==> src/rtl/deskew_pkg.sv <==
package deskew_pkg;
    typedef enum logic {
        ST_TRACK  = 1'b0,
        ST_SETTLE = 1'b1
    } flt_state_e;
endpackage

==> src/rtl/deskew_run_filter.sv <==
// Consecutive-agreement filter with a post-step settle window.
module deskew_run_filter
    import deskew_pkg::*;
#(
    parameter int RUN_LEN    = 4,
    parameter int SETTLE_LEN = 2
) (
    input  logic clk,
    input  logic rst,
    input  logic sample,
    input  logic phase_lag,
    input  logic enable,
    input  logic moved,
    output logic req_up,
    output logic req_dn
);
    localparam int AW = $clog2(RUN_LEN + 1);
    localparam int SW = $clog2(SETTLE_LEN + 1);

    flt_state_e      state_q, state_d;
    logic [AW-1:0]   agree_q, agree_d, agree_inc;
    logic [SW-1:0]   settle_q, settle_d;
    logic            last_q, last_d;
    logic            run_done;

    // length of the run including the current sample
    assign agree_inc = (agree_q == '0 || phase_lag == last_q) ? agree_q + AW'(1) : AW'(1);
    assign run_done  = sample && (state_q == ST_TRACK) && (agree_inc == AW'(RUN_LEN));

    // next-state logic
    always_comb begin
        state_d  = state_q;
        agree_d  = agree_q;
        settle_d = settle_q;
        last_d   = last_q;
        if (sample) begin
            unique case (state_q)
                ST_TRACK: begin
                    last_d  = phase_lag;
                    agree_d = run_done ? '0 : agree_inc;
                    if (moved) begin
                        state_d  = ST_SETTLE;
                        settle_d = '0;
                    end
                end
                ST_SETTLE: begin
                    if (settle_q == SW'(SETTLE_LEN - 1)) begin
                        state_d  = ST_TRACK;
                        settle_d = '0;
                    end else begin
                        settle_d = settle_q + SW'(1);
                    end
                end
                default: state_d = ST_TRACK;
            endcase
        end
    end

    // state register
    always_ff @(posedge clk) begin
        if (rst) begin
            state_q  <= ST_TRACK;
            agree_q  <= '0;
            settle_q <= '0;
            last_q   <= 1'b0;
        end else begin
            state_q  <= state_d;
            agree_q  <= agree_d;
            settle_q <= settle_d;
            last_q   <= last_d;
        end
    end

    // outputs
    always_comb begin
        req_up = run_done && enable && phase_lag;
        req_dn = run_done && enable && !phase_lag;
    end

    a_r5_quiet_settle: assert property (@(posedge clk) disable iff (rst)
        (state_q == ST_SETTLE) |-> (!req_up && !req_dn));

    a_r5_settle_entry: assert property (@(posedge clk) disable iff (rst)
        moved |=> (state_q == ST_SETTLE));

    a_r4_run_bound: assert property (@(posedge clk) disable iff (rst)
        agree_q < AW'(RUN_LEN));
endmodule

==> src/rtl/deskew_code_reg.sv <==
// Saturating delay-line code register with lock tracking.
module deskew_code_reg #(
    parameter int CODE_W   = 6,
    parameter int OFS_W    = 4,
    parameter int LOCK_LEN = 16
) (
    input  logic                     clk,
    input  logic                     rst,
    input  logic                     sample,
    input  logic                     inc,
    input  logic                     dec,
    input  logic signed [OFS_W-1:0]  offset,
    output logic [CODE_W-1:0]        code,
    output logic                     at_min,
    output logic                     at_max,
    output logic                     moved,
    output logic                     locked
);
    localparam int MAXC = (2 ** CODE_W) - 1;
    localparam int MID  = 2 ** (CODE_W - 1);
    localparam int LW   = $clog2(LOCK_LEN + 1);

    logic [CODE_W-1:0] code_q;
    logic [LW-1:0]     lock_q;

    function automatic logic [CODE_W-1:0] reset_code(input logic signed [OFS_W-1:0] o);
        int v;
        v = MID + int'(o);
        if (v < 0)         v = 0;
        else if (v > MAXC) v = MAXC;
        return CODE_W'(v);
    endfunction

    assign at_max = (code_q == CODE_W'(MAXC));
    assign at_min = (code_q == '0);
    assign moved  = (inc && !at_max) || (dec && !at_min);

    always_ff @(posedge clk) begin
        if (rst) begin
            code_q <= reset_code(offset);
            lock_q <= '0;
        end else begin
            if (inc && !at_max)      code_q <= code_q + CODE_W'(1);
            else if (dec && !at_min) code_q <= code_q - CODE_W'(1);
            if (sample) begin
                if (moved)                        lock_q <= '0;
                else if (lock_q != LW'(LOCK_LEN)) lock_q <= lock_q + LW'(1);
            end
        end
    end

    assign code   = code_q;
    assign locked = (lock_q == LW'(LOCK_LEN));

    a_r2_unit_step: assert property (@(posedge clk) disable iff (rst)
        (code_q != $past(code_q)) |->
            (code_q == $past(code_q) + CODE_W'(1) || code_q == $past(code_q) - CODE_W'(1)));

    a_r6_hold_max: assert property (@(posedge clk) disable iff (rst)
        (at_max && inc) |=> at_max);

    a_r6_hold_min: assert property (@(posedge clk) disable iff (rst)
        (at_min && dec) |=> at_min);

    a_r8_lock_drop: assert property (@(posedge clk) disable iff (rst)
        moved |=> !locked);
endmodule

==> src/rtl/deskew_ctrl.sv <==
// Digital control loop of a per-region clock deskew scheme.
module deskew_ctrl #(
    parameter int CODE_W     = 6,
    parameter int OFS_W      = 4,
    parameter int RUN_LEN    = 4,
    parameter int SETTLE_LEN = 2,
    parameter int LOCK_LEN   = 16
) (
    input  logic                    clk,
    input  logic                    rst,
    input  logic                    sample_valid,
    input  logic                    phase_lag,
    input  logic                    enable,
    input  logic signed [OFS_W-1:0] skew_offset,
    output logic [CODE_W-1:0]       code,
    output logic                    at_min,
    output logic                    at_max,
    output logic                    locked
);
    logic req_up, req_dn, moved;

    deskew_run_filter #(
        .RUN_LEN    (RUN_LEN),
        .SETTLE_LEN (SETTLE_LEN)
    ) u_filter (
        .clk       (clk),
        .rst       (rst),
        .sample    (sample_valid),
        .phase_lag (phase_lag),
        .enable    (enable),
        .moved     (moved),
        .req_up    (req_up),
        .req_dn    (req_dn)
    );

    deskew_code_reg #(
        .CODE_W   (CODE_W),
        .OFS_W    (OFS_W),
        .LOCK_LEN (LOCK_LEN)
    ) u_code (
        .clk    (clk),
        .rst    (rst),
        .sample (sample_valid),
        .inc    (req_up),
        .dec    (req_dn),
        .offset (skew_offset),
        .code   (code),
        .at_min (at_min),
        .at_max (at_max),
        .moved  (moved),
        .locked (locked)
    );

    a_r7_freeze: assert property (@(posedge clk) disable iff (rst)
        !enable |=> $stable(code));

    a_r9_idle_hold: assert property (@(posedge clk) disable iff (rst)
        !sample_valid |=> $stable(code));
endmodule

==> config.mk <==
export PLATFORM = sky130hd
export DESIGN_NAME = deskew_ctrl
export DESIGN_NICKNAME = d
export VERILOG_FILES = /design/src/rtl/deskew_pkg.sv /design/src/rtl/deskew_run_filter.sv /design/src/rtl/deskew_code_reg.sv /design/src/rtl/deskew_ctrl.sv
export SDC_FILE = /design/constraint.sdc
export NUM_CORES = 1
export LEC_CHECK = 0
export BUFFER_PORTS_ARGS = -buffer_cell sky130_fd_sc_hd__buf_2
export CAP_MARGIN = 5
export CORE_MARGIN = 2
export CORE_UTILIZATION = 47
export DETAILED_ROUTE_END_ITERATION = 8
export PLACE_DENSITY = 0.75
export SYNTH_ARGS = -nofsm -noshare
export SYNTH_HDL_FRONTEND = slang
export SYNTH_HIERARCHICAL = 1
export SYNTH_SLANG_ARGS = --single-unit
==> constraint.sdc <==
create_clock -name clk -period 3.1 [get_ports clk]
set_clock_uncertainty 0.1 [all_clocks]
set_input_delay 0.62 -clock clk [delete_from_list [all_inputs] [get_ports clk]]
set_output_delay 0.62 -clock clk [all_outputs]
set_load 0.02 [all_outputs]
=== After elaboration in Yosys (flattened, before gate mapping) ===
Index checks and enable logic that the tools add are counted.

* Bits in registers: 18
* Input bits: 9
* Output and inout bits: 9
* Word-level logic and storage cells: 56

* $add $sub $neg: 6
* Magnitude comparators: 2
* Equality and inequality tests: 7
* Mux-type cells: 15
* Bitwise gates (word level): 1
* Reduce and logical (&&, ||, !) cells: 19

{| class="wikitable"
|+ Operator list
! cell !! count
|-
| $mux 6 || 5
|-
| $mux 5 || 2
|-
| $add 7x4->8 const A || 1
|-
| $gt 8x7->1 const B || 1
|-
| $lt 8x1->1 const B || 1
|-
| $logic_and 1x1->1 || 7
|-
| $add 6x1->6 const B || 1
|-
| $eq 6x6->1 const B || 1
|-
| $logic_not 6->1 || 1
|-
| $mux 3 || 2
|-
| $reduce_and 2->1 || 3
|-
| $sub 6x1->6 const B || 1
|-
| $add 5x1->5 const B || 1
|-
| $eq 5x5->1 const B || 1
|-
| $ne 5x5->1 const B || 1
|-
| $mux 2 || 2
|-
| $pmux 2 s2 || 1
|-
| $add 3x1->3 const B || 1
|-
| $eq 3x3->1 const B || 1
|-
| $logic_not 1->1 || 3
|-
| $logic_not 3->1 || 1
|-
| $reduce_bool 3->1 || 1
|-
| $add 2x1->2 const B || 1
|-
| $eq 2x1->1 const B || 1
|-
| 7 further kinds || 9
|}

=== Depth between registers and ports, before layout ===
Gate-level depths: netlist of run 1.

* Word-level depth: 11
* Depth in mapped cells: 13
* Mapped depth without buffers: 13

=== Cells and area by module ===
The synthesis of run 1 kept the hierarchy.

{| class="wikitable"
|+ Modules (own cells, without submodules)
! module !! instances !! cells an instance !! area each (um2) !! seq. area each (um2)
|-
| deskew_code_reg || 1 || 85 || 765.7 || 280.3
|-
| deskew_run_filter || 1 || 45 || 389.1 || 140.1
|}

=== Worst setup path before layout of run 1 ===
Ideal clock, no wire load.

* Path type: register -> register
* Start: register u_filter.agree_q[0]
* End: register u_code.code_q[5], in the netlist u_code/code[5], data pin
* Library setup time: 0.259 ns
* Data arrival time: 2.801 ns
* Data required time: 2.741 ns
* Slack: -0.061 ns
* Cell stages (with the launch flop): 14
* Buffers on the path: 0
* Period minus slack after synthesis: 3.161 ns
* Cell sequence: dfxtp_1 > inv_1 > ha_1 > nand2b_2 > or3b_1 > nor3_1 > o31a_1 > inv_1 > ha_1 > a211oi_1 > o21bai_1 > a21oi_1 > xor2_1 > mux2i_1

* Cells in the longest elaborated chain, start to end: 10
* Elaborated cells on any way between the ends: 11
* Those cells by class: add/sub: 1; eq/ne: 1; mux: 3; reduce/logical: 6

{| class="wikitable"
|+ Ends and longest elaborated chain
! item !! RTL line !! source
|-
| start: declaration || deskew_run_filter.sv:21 || <nowiki>logic [AW-1:0] agree_q, agree_d, agree_inc;</nowiki>
|-
| start signal: assignment || deskew_run_filter.sv:68 || <nowiki>agree_q <= agree_d;</nowiki>
|-
| parallel branches: the longest is 2 deep, another holds $add 3x1->3 || - ||
|-
| $mux 3 (*) || deskew_run_filter.sv:27 || <nowiki>assign agree_inc = (agree_q == '0 || phase_lag == last_q) ? agree_q + AW'(1) : AW'(1);</nowiki>
|-
| $eq 3x3->1 (*) || deskew_run_filter.sv:28 || <nowiki>assign run_done = sample && (state_q == ST_TRACK) && (agree_inc == AW'(RUN_LEN));</nowiki>
|-
| $logic_and 1x1->1 (*) || deskew_run_filter.sv:28 ||
|-
| $logic_and 1x1->1 (*) (2 in series) || deskew_run_filter.sv:76 || <nowiki>req_up = run_done && enable && phase_lag;</nowiki>
|-
| named net req_up || deskew_ctrl.sv:20 || <nowiki>logic req_up, req_dn, moved;</nowiki>
|-
| $logic_and 1x1->1 (*) || deskew_code_reg.sv:43 || <nowiki>if (inc && !at_max) code_q <= code_q + CODE_W'(1);</nowiki>
|-
| $mux 6 (*) || deskew_code_reg.sv:43 ||
|-
| $mux 6 (*) || deskew_code_reg.sv:39 || <nowiki>if (rst) begin</nowiki>
|-
| end signal: assignment || deskew_code_reg.sv:40 || <nowiki>code_q <= reset_code(offset);</nowiki>
|-
| end signal: assignment || deskew_code_reg.sv:43 ||
|-
| end signal: assignment || deskew_code_reg.sv:44 || <nowiki>else if (dec && !at_min) code_q <= code_q - CODE_W'(1);</nowiki>
|-
| end: declaration || deskew_code_reg.sv:23 || <nowiki>logic [CODE_W-1:0] code_q;</nowiki>
|}

Mark *: on every way through the listed nets, which the timed path passes.
A chain may end at the register's enable or synchronous reset.

=== Worst setup path in the final report of run 1 ===
* Start: register u_filter.agree_q[0]
* End: register u_code.code_q[4], in the netlist u_code/code[4], data pin

Same word-level chain as after synthesis.

==> results.tsv, run 1 <==
stage	metric	value	unit
grt	largest net degree at the start of global routing	23	
run	Max Cap Viol	0	
synth	post-synthesis mux area share	2.82	%
sta	period utilisation layout	95.7	%
floorplan	Die Width	53.6	um
outcome	outcome	completed	
drt	1st-iter DRT viols	20	
setup_path	slack of the worst reg-to-reg path	0.13	ns
placement	port buffer count	17	
synth	simple-gate area share of the yosys netlist	22.8	%
clock_tree	H-tree levels	1	
grt	global-route usage over all layers	20.1	%
setup_path	worst r2r src	u_filter/agree_q[0]$_SDFFE_PP0P_	
synth	Synth Area in Compound Gates	19.0	%
worst_hold_path	Hold Crit Depth	2	
drt	drt drc	0	
floorplan	DIE AREA	2870	um^2
floorplan	Site Rows	17	
layout	final core occ	64.8	%
power	pwr dens	378	nW/um^2
power	Clk network pwr share	25.7	%
layout	ANT cells	0	
synth	syn_nets	148	
sta	Slew HR	72.3	%
clock_tree	Sink Count	18	
clock_tree	clk slew on worst S/H paths	0.10	ns
setup_path	Crit Path Max Fanout	6	
sta	final setup violation count	0	
synth	Most used DFF post-synth	dfxtp_1	
synth	Netlist cell types	41	
drt	First-pass DRT Iterations	4	
floorplan	Starting Density	50.7	%
clock_tree	cts hold-fix bufs	0	
grt	global-route wire length before repair	4.08	mm
synth	number of flops mapped to enable cells by yosys	6	
power	peak supply drop	0.000356	V
setup_path	Critical Path RT	3.04	ns
worst_hold_path	Hold EP	u_filter/settle_q[1]$_SDFFE_PP0P_	
layout	synth-to-layout area growth	27.6	%
drt	vias per cell	5.59	
placement	HPWL Detailed	1.94	mm
sta	Fin. Hold Viols	0	
clock_tree	CTS tree	yes	
sta	worst slew pin tran	0.411	ns
sta	max-slew violations	0	
grt	total global routing overflow	0	
synth	Adder-Cell Fraction of Synth Area	10.4	%
layout	Final #Nets	181	
sta	minimum clock period	2.97	ns
clock_tree	root buffer cell	clkbuf_4	
synth	largest family of logic cells by synthesized area	simple AND/OR/NAND/NOR gates	
floorplan	# IOs	18	
setup_path	FF-to-FF End	u_code/code[4]$_DFFE_PP_	
synth	Post-Synth XOR/XNOR Area	5.31	%
synth	async set-reset flop share out of synthesis	0	%
power	P_leak	0.000588	uW
synth	#FFs+latches synth	18	
power	combinational fraction of design power	24.4	%
floorplan	height of the die	53.6	um
drt	Avg WL per Cell	13.5	um
synth	synthesized area	1150	um^2
layout	Layout fillers	180	
worst_hold_path	Worst Min Path Start	u_filter/settle_q[1]$_SDFFE_PP0P_	
clock_tree	Skew-Pair Late Insertion Delay	0.29	ns
sta	Achievable Freq	337	MHz
setup_path	Crit Path Category	reg -> reg	
power	Design Power	557	uW
setup_path	crit path launch type	flip-flop	
grt	vias in the first global route	972	
synth	sequential-to-total area share from yosys stat	36.4	%
setup_path	Worst Setup End Kind	flip-flop	
power	switching share of power	28.7	%
synth	Yosys Warn Count	6	
drt	final WL	2.57	mm
layout	area taken by flip-flops and latches	423	um^2
synth	Syn Inst Count	130	
drt	via count	1063	
setup_path	Worst Path Arrival	2.91	ns
floorplan	total core area	2280	um^2
drt	final antenna-violating net count	0	
layout	area of the multi-input gates	764	um^2
clock_tree	CTS Buffer Depth	2	
synth	Synth Area per Inst	8.88	um^2
power	Internal	397	uW
setup_path	R2R depth	12	
clock_tree	number of buffers created by CTS	3	
layout	commonest non-fill, non-tap cells in the layout	buf_2 (17), nand2_1 (17), buf_4 (13)	
grt	initial antenna violation count	0	
layout	share of cells above drive strength 1	34.0	%
power	sequential share of power	49.9	%
power	Sw Pwr	160	uW
placement	gp weighted congestion	0.825	
worst_hold_path	worst hold path type	reg -> reg	
[cell type report]
type	instances	share of cell area [%]
multi-input cells	102	51.9
flip-flops and latches	18	28.7
repair buffers	30	12.4
inverters	8	2.21
well taps	28	2.38
clock buffers	4	2.46
[through the flow]
stage               instance area, um^2  setup TNS (ns)  std cells  worst slack (ns)  hold WS, ns
detailed placement                 1340          -0.263        182            -0.131        0.346
global placement                   1340               0        182            0.0386        0.333
floorplan                          1160               0        130            0.0110        0.321
CTS                                1410               0        187           0.00784        0.363
finish                             1470               0        190             0.132        0.366
global route                       1470         -0.0245        190           -0.0245        0.391
[worst max path at each step]
stage / from / endpoint / slack, ns
floorplan: u_filter/agree_q[0]$_SDFFE_PP0P_ / u_code/code[5]$_DFFE_PP_ / 0.01
global placement: u_filter/agree_q[0]$_SDFFE_PP0P_ / u_code/code[5]$_DFFE_PP_ / 0.04
detailed placement: u_filter/agree_q[1]$_SDFFE_PP0P_ / u_code/code[5]$_DFFE_PP_ / -0.13
CTS: u_filter/agree_q[0]$_SDFFE_PP0P_ / u_code/code[5]$_DFFE_PP_ / 0.008
global route: u_filter/agree_q[0]$_SDFFE_PP0P_ / u_code/code[4]$_DFFE_PP_ / -0.02
finish: u_filter/agree_q[0]$_SDFFE_PP0P_ / u_code/code[4]$_DFFE_PP_ / 0.13
[sequential cells by signal (all words and copies together), names as in the netlist]
name / flops
u_filter/last_q: 1
u_filter/agree_q: 3
u_code/lock_q: 5
u_code/code: 6
u_filter/state_q: 1
u_filter/settle_q: 2
[metal layers]
metal / wire length [um] / share of wire [%] / global-route usage (%) / vias to the layer above
li1: - / - / - / 536
met1: 1170 / 46 / 24.4 / 504
met2: 1290 / 50 / 34.2 / 21
met3: 92 / 3.6 / 5.83 / 2
met4: 17 / 0.66 / 6.41 / 0
met5: 0 / 0 / 0 / -
[repair_timing]
item,CTS,global route
resized for setup,8,8
setup buffers,1,3
endpoints found under the setup margin,3,3
pin swaps,2,3
[cell usage after synthesis, types with 2 or more instances]
master / n / area (um^2)
a21o_1: 2 / 15.0
a21oi_1: 13 / 65.1
and2b_2: 2 / 17.5
dfxtp_1: 12 / 240
edfxtp_1: 6 / 180
ha_1: 8 / 100
inv_1: 8 / 30.0
mux2_2: 2 / 22.5
nand2_1: 17 / 63.8
nand2b_1: 3 / 18.8
nand3b_1: 2 / 15.0
nor2_1: 2 / 7.51
nor3_1: 7 / 35.0
o21ai_0: 10 / 50.1
o31a_1: 2 / 17.5
or3_1: 4 / 25.0
xnor2_1: 3 / 26.3
xor2_1: 4 / 35.0
[power groups by stage]
stage	registers [uW]	clock network [uW]	logic, uW
after floorplan	287	0	66.4
after global placement	280	0	114
after detailed placement	281	0	121
after CTS	276	150	127
after global routing	281	161	149
final	278	143	136
[worst max-delay path: stages, from the launching register on]
cell and delay (ns):
dfxtp_2 0.34, buf_4 0.13, ha_2 0.19, xnor2_1 0.14, or3b_4 0.42, nor3_4 0.13, o31a_1 0.23, inv_4 0.09
fa_2 0.37, a21o_1 0.18, a21oi_2 0.14, xor2_1 0.16, o21ai_1 0.09
[kinds of logic (layout without fill, tap and decap cells)]
| group | Yosys count | after routing |
|---|---|---|
| compound gates | 36 | 36 |
| xor+xnor | 7 | 7 |
| fa+ha+maj | 9 | 9 |
| buf+inv | 10 | 42 |
| flops | 18 | 18 |
| mux | 3 | 3 |
| simple gates | 47 | 47 |
No activity file was read; power rests on OpenSTA's default activity.
==> run 2: changes to the inputs <==
SYNTH_HIERARCHICAL = not set   (was 1)
==> run 2 against run 1 <==
Effect of this change:
- final area decreased by 13%
- global-route usage shrank 1.9 points
- synthesized cell count down 6.9%
- core utilization shrank 7.7 points
- non-clock buffer count is 12 lower
- sequential share of layout area up 4.6 points
- largest cell class unchanged
- combinational power is 16% lower
- routed wire length fell by 14%
- sequential cell count did not move
- highest routed layer unchanged
- sequential power barely moved
- die area down 3.5%
==> results.tsv, run 2 <==
stage	metric	value	unit	change
outcome	outcome	completed		
sta	Fin Setup TNS	0	ns	unchanged
clock_tree	CTS Buffer Depth	2		unchanged
power	Clk network pwr share	23.6	%	-2.1 points
clock_tree	CTS tree	yes		
grt	global-route wire length before repair	3.74	mm	-8.3%
sta	worst slew pin tran	0.420	ns	+0.00851 ns
sta	minimum clock period	2.95	ns	-0.0148 ns
setup_path	FF-to-FF End	u_code.code[5]$_DFFE_PP_		
clock_tree	clk slew on worst S/H paths	0.10	ns	about the same
floorplan	total core area	2230	um^2	-1.9%
power	peak supply drop	0.000222	V	-38%
synth	number of flops mapped to enable cells by yosys	6		unchanged
synth	Synth area leaders	dfxtp_1 (22%), edfxtp_1 (16%), ha_1 (9.0%)		
synth	Syn Inst Count	121		-6.9%
layout	max reg flops	6		unchanged
setup_path	Crit-path slowest cell	or3b_4		
sta	Fin. Hold Viols	0		unchanged
grt	global-route usage over all layers	18.2	%	-1.9 points
grt	total global routing overflow	0		unchanged
synth	largest family of logic cells by synthesized area	simple AND/OR/NAND/NOR gates		
drt	WL met1	973	um	-17%
placement	gp weighted congestion	0.823		-0.32%
layout	commonest non-fill, non-tap cells in the layout	buf_2 (17), nand2_1 (12), nor2_1 (12)		
power	P_leak	0.000528	uW	-10%
power	combinational fraction of design power	22.4	%	-2.0 points
floorplan	Site Rows	17		unchanged
setup_path	largest stage delay on the critical path	0.47	ns	+0.05 ns
sta	final worst slack	0.147	ns	+0.0148 ns
synth	#FFs+latches synth	18		unchanged
worst_hold_path	worst hold path type	reg -> reg		
setup_path	R2R depth	11		-1
floorplan	height of the die	52.6	um	-1.8%
sta	period utilisation layout	95.3	%	-0.48 points
sta	max-slew violations	0		unchanged
run	Max Cap Viol	0		unchanged
drt	vias per cell	5.65		+0.97%
setup_path	CP Cell Sequence	inv_1, ha_4, and3b_1, o2111ai_2, or3b_4, ha_1, a21o_1, nand4_1, and4b_1, xor3_1, mux2i_1		
placement	DP Cell Count	164		-9.9%
drt	drt drc	0		unchanged
clock_tree	root buffer cell	clkbuf_4		
clock_tree	Skew-Pair Late Insertion Delay	0.29	ns	about the same
layout	final cell count without fillers	168		-12%
synth	synth cell count leaders	dfxtp_1 (12), nand2_1 (12), nor2_1 (12), o21ai_0 (9)		
setup_path	slack of the worst reg-to-reg path	0.15	ns	about the same
power	pwr dens	401	nW/um^2	+6.0%
layout	synth-to-layout area growth	14.8	%	
synth	Netlist cell types	37		-9.8%
placement	port buffer count	17		unchanged
setup_path	worst r2r src	u_filter.agree_q[0]$_SDFFE_PP0P_		
synth	async set-reset flop share out of synthesis	0	%	unchanged
synth	area fraction of the dominant cell type after synthesis	21.6	%	+0.82 points
placement	Placed Area	1230	um^2	-8.4%
layout	Final #Nets	159		-12%
drt	First-pass DRT Iterations	4		unchanged
drt	via count	949		-11%
drt	Met2 Wirelength	1.08	mm	-16%
layout	ANT cells	0		unchanged
placement	Setup Slack @ Placement	0.0844	ns	+0.215 ns
power	switching share of power	29.1	%	+0.45 points
setup_path	Critical Path RT	3.15	ns	+0.11 ns
placement	HPWL Detailed	1.66	mm	-14%
drt	1st-iter DRT viols	24		+20%
sta	Slew HR	72.0	%	-0.28 points
grt	vias in the first global route	896		-7.8%
sta	Achievable Freq	339	MHz	+0.50%
synth	simple-gate area share of the yosys netlist	25.2	%	+2.5 points
power	Sw Pwr	149	uW	-6.9%
clock_tree	cts hold-fix bufs	0		unchanged
drt	final WL	2.21	mm	-14%
drt	met3 wire length	143	um	+55%
setup_path	Worst Setup End Kind	flip-flop		
drt	final antenna-violating net count	0		unchanged
synth	Yosys top cell by area	dfxtp_1		
clock_tree	Sink Count	18		unchanged
synth	synthesized area	1110	um^2	-3.8%
drt	Avg WL per Cell	13.1	um	-2.8%
setup_path	crit path launch type	flip-flop		
power	Internal	362	uW	-8.9%
layout	Layout fillers	220		+22%
synth	Most used DFF post-synth	dfxtp_1		
synth	Post-Synth XOR/XNOR Area	7.66	%	+2.3 points
sta	final setup violation count	0		unchanged
synth	Yosys Warn Count	0		-6
layout	most common cell after layout, fill and taps aside	buf_2		
worst_hold_path	Worst Min Path Start	u_filter.settle_q[1]$_SDFFE_PP0P_		
clock_tree	H-tree levels	1		unchanged
grt	initial antenna violation count	0		unchanged
synth	post-synthesis mux area share	1.91	%	-0.90 points
worst_hold_path	Hold Crit Depth	2		unchanged
layout	final std cell area, no fill	1270	um^2	-13%
setup_path	Crit Path Category	reg -> reg		
synth	Synth Area per Inst	9.18	um^2	+3.4%
floorplan	Starting Density	49.7	%	-0.99 points
setup_path	Worst Path Arrival	3.00	ns	+0.09 ns
synth	Synth Area in Compound Gates	13.4	%	-5.6 points
floorplan	DIE AREA	2770	um^2	-3.5%
synth	Adder-Cell Fraction of Synth Area	10.8	%	+0.41 points
grt	largest net degree at the start of global routing	25		+8.7%
worst_hold_path	Hold EP	u_filter.settle_q[1]$_SDFFE_PP0P_		
floorplan	Die Width	52.6	um	-1.8%
drt	top sig layer	met4		
synth	syn_nets	139		-6.1%
layout	share of cells above drive strength 1	21.4	%	-13 points
power	sequential share of power	54.0	%	+4.1 points
synth	sequential-to-total area share from yosys stat	37.8	%	+1.4 points
clock_tree	number of buffers created by CTS	3		unchanged
sta	RSZ-0062 raised after global routing	false		
floorplan	# IOs	18		unchanged
setup_path	Crit Path Max Fanout	6		unchanged
## run 2: cell count changes after synthesis, moves of 2 or more
cell / before / now
o31ai_1: 0 / 2
inv_1: 8 / 6
a21oi_1: 13 / 8
nand4_1: 0 / 4
nor2_1: 2 / 12
or3_1: 4 / 0
nand3_1: 1 / 3
nor3_1: 7 / 4
o31a_1: 2 / 0
nand3b_1: 2 / 0
nand2_1: 17 / 12
## run 2: how the worst max path moves through the flow
stage / startpoint / slack, ns / cells after the start / to
after floorplan: u_filter.agree_q[0]$_SDFFE_PP0P_ / 0.27 / 11 / u_code.code[5]$_DFFE_PP_
after global placement: phase_lag / 0.17 / 10 / u_code.code[5]$_DFFE_PP_
after detailed placement: u_filter.agree_q[0]$_SDFFE_PP0P_ / 0.08 / 11 / u_code.code[5]$_DFFE_PP_
after CTS: u_filter.agree_q[0]$_SDFFE_PP0P_ / 0.07 / 11 / u_code.code[5]$_DFFE_PP_
after global routing: u_filter.agree_q[0]$_SDFFE_PP0P_ / 0.03 / 11 / u_code.code[5]$_DFFE_PP_
final: u_filter.agree_q[0]$_SDFFE_PP0P_ / 0.15 / 11 / u_code.code[5]$_DFFE_PP_
## run 2: critical path: cells and delay by family, from the launching register on
| kind | cells | cell delay [ns] |
|---|---|---|
| adders and majority gates | 2 | 0.50 |
| AOI/OAI and AO/OA | 2 | 0.32 |
| muxes | 1 | 0.13 |
| DFF | 1 | 0.37 |
| and+or+nand+nor | 4 | 1.01 |
| xor gates and xnor gates | 1 | 0.30 |
| buffers and inverters | 1 | 0.11 |
## run 2: area by class of cell
cell class	instances	area [um^2]	share of cell area [%]
clock buffers	4	26.3	2.06
inverters	6	22.5	1.77
multi-input cells	94	674	52.9
flip-flops and latches	18	424	33.3
well taps	28	35.0	2.75
repair buffers	18	92.6	7.26
## run 2: routing by layer
layer	vias to the layer above	GRT usage, %
li1	478	-
met1	441	22.0
met2	28	31.5
met3	2	2.86
met4	0	8.12
met5	-	0
## run 2: kinds of logic (layout without fill, tap and decap cells)
logic type | Yosys count | count (layout)
compound gates | 25 | 25
fa+ha+maj | 9 | 9
mux | 2 | 2
buf+inv | 9 | 28
simple gates | 50 | 50
flops | 18 | 18
xor+xnor | 8 | 8
## run 2: repair_timing
item | 4_1_cts | 5_1_grt
gates resized for setup | 0 | 4
setup endpoints to repair | 0 | 2
setup buffers | 0 | 0
## run 2: power groups by stage
stage                     Sequential, uW  Clock (uW)  Combinational [uW]
after floorplan                      288           0                71.3
after global placement               280           0                 105
after detailed placement             281           0                 110
after CTS                            276         126                 110
after global routing                 279         138                 128
final                                276         120                 114
## run 2: stage by stage
step / total power [uW] / util [%] / hold slack (ns)
after floorplan: 359 / - / 0.323
after global routing: 545 / 57.1 / 0.396
after global placement: 385 / 54.9 / 0.332
after CTS: 512 / 56.1 / 0.362
after detailed placement: 392 / 54.9 / 0.345
final: 511 / 57.1 / 0.358
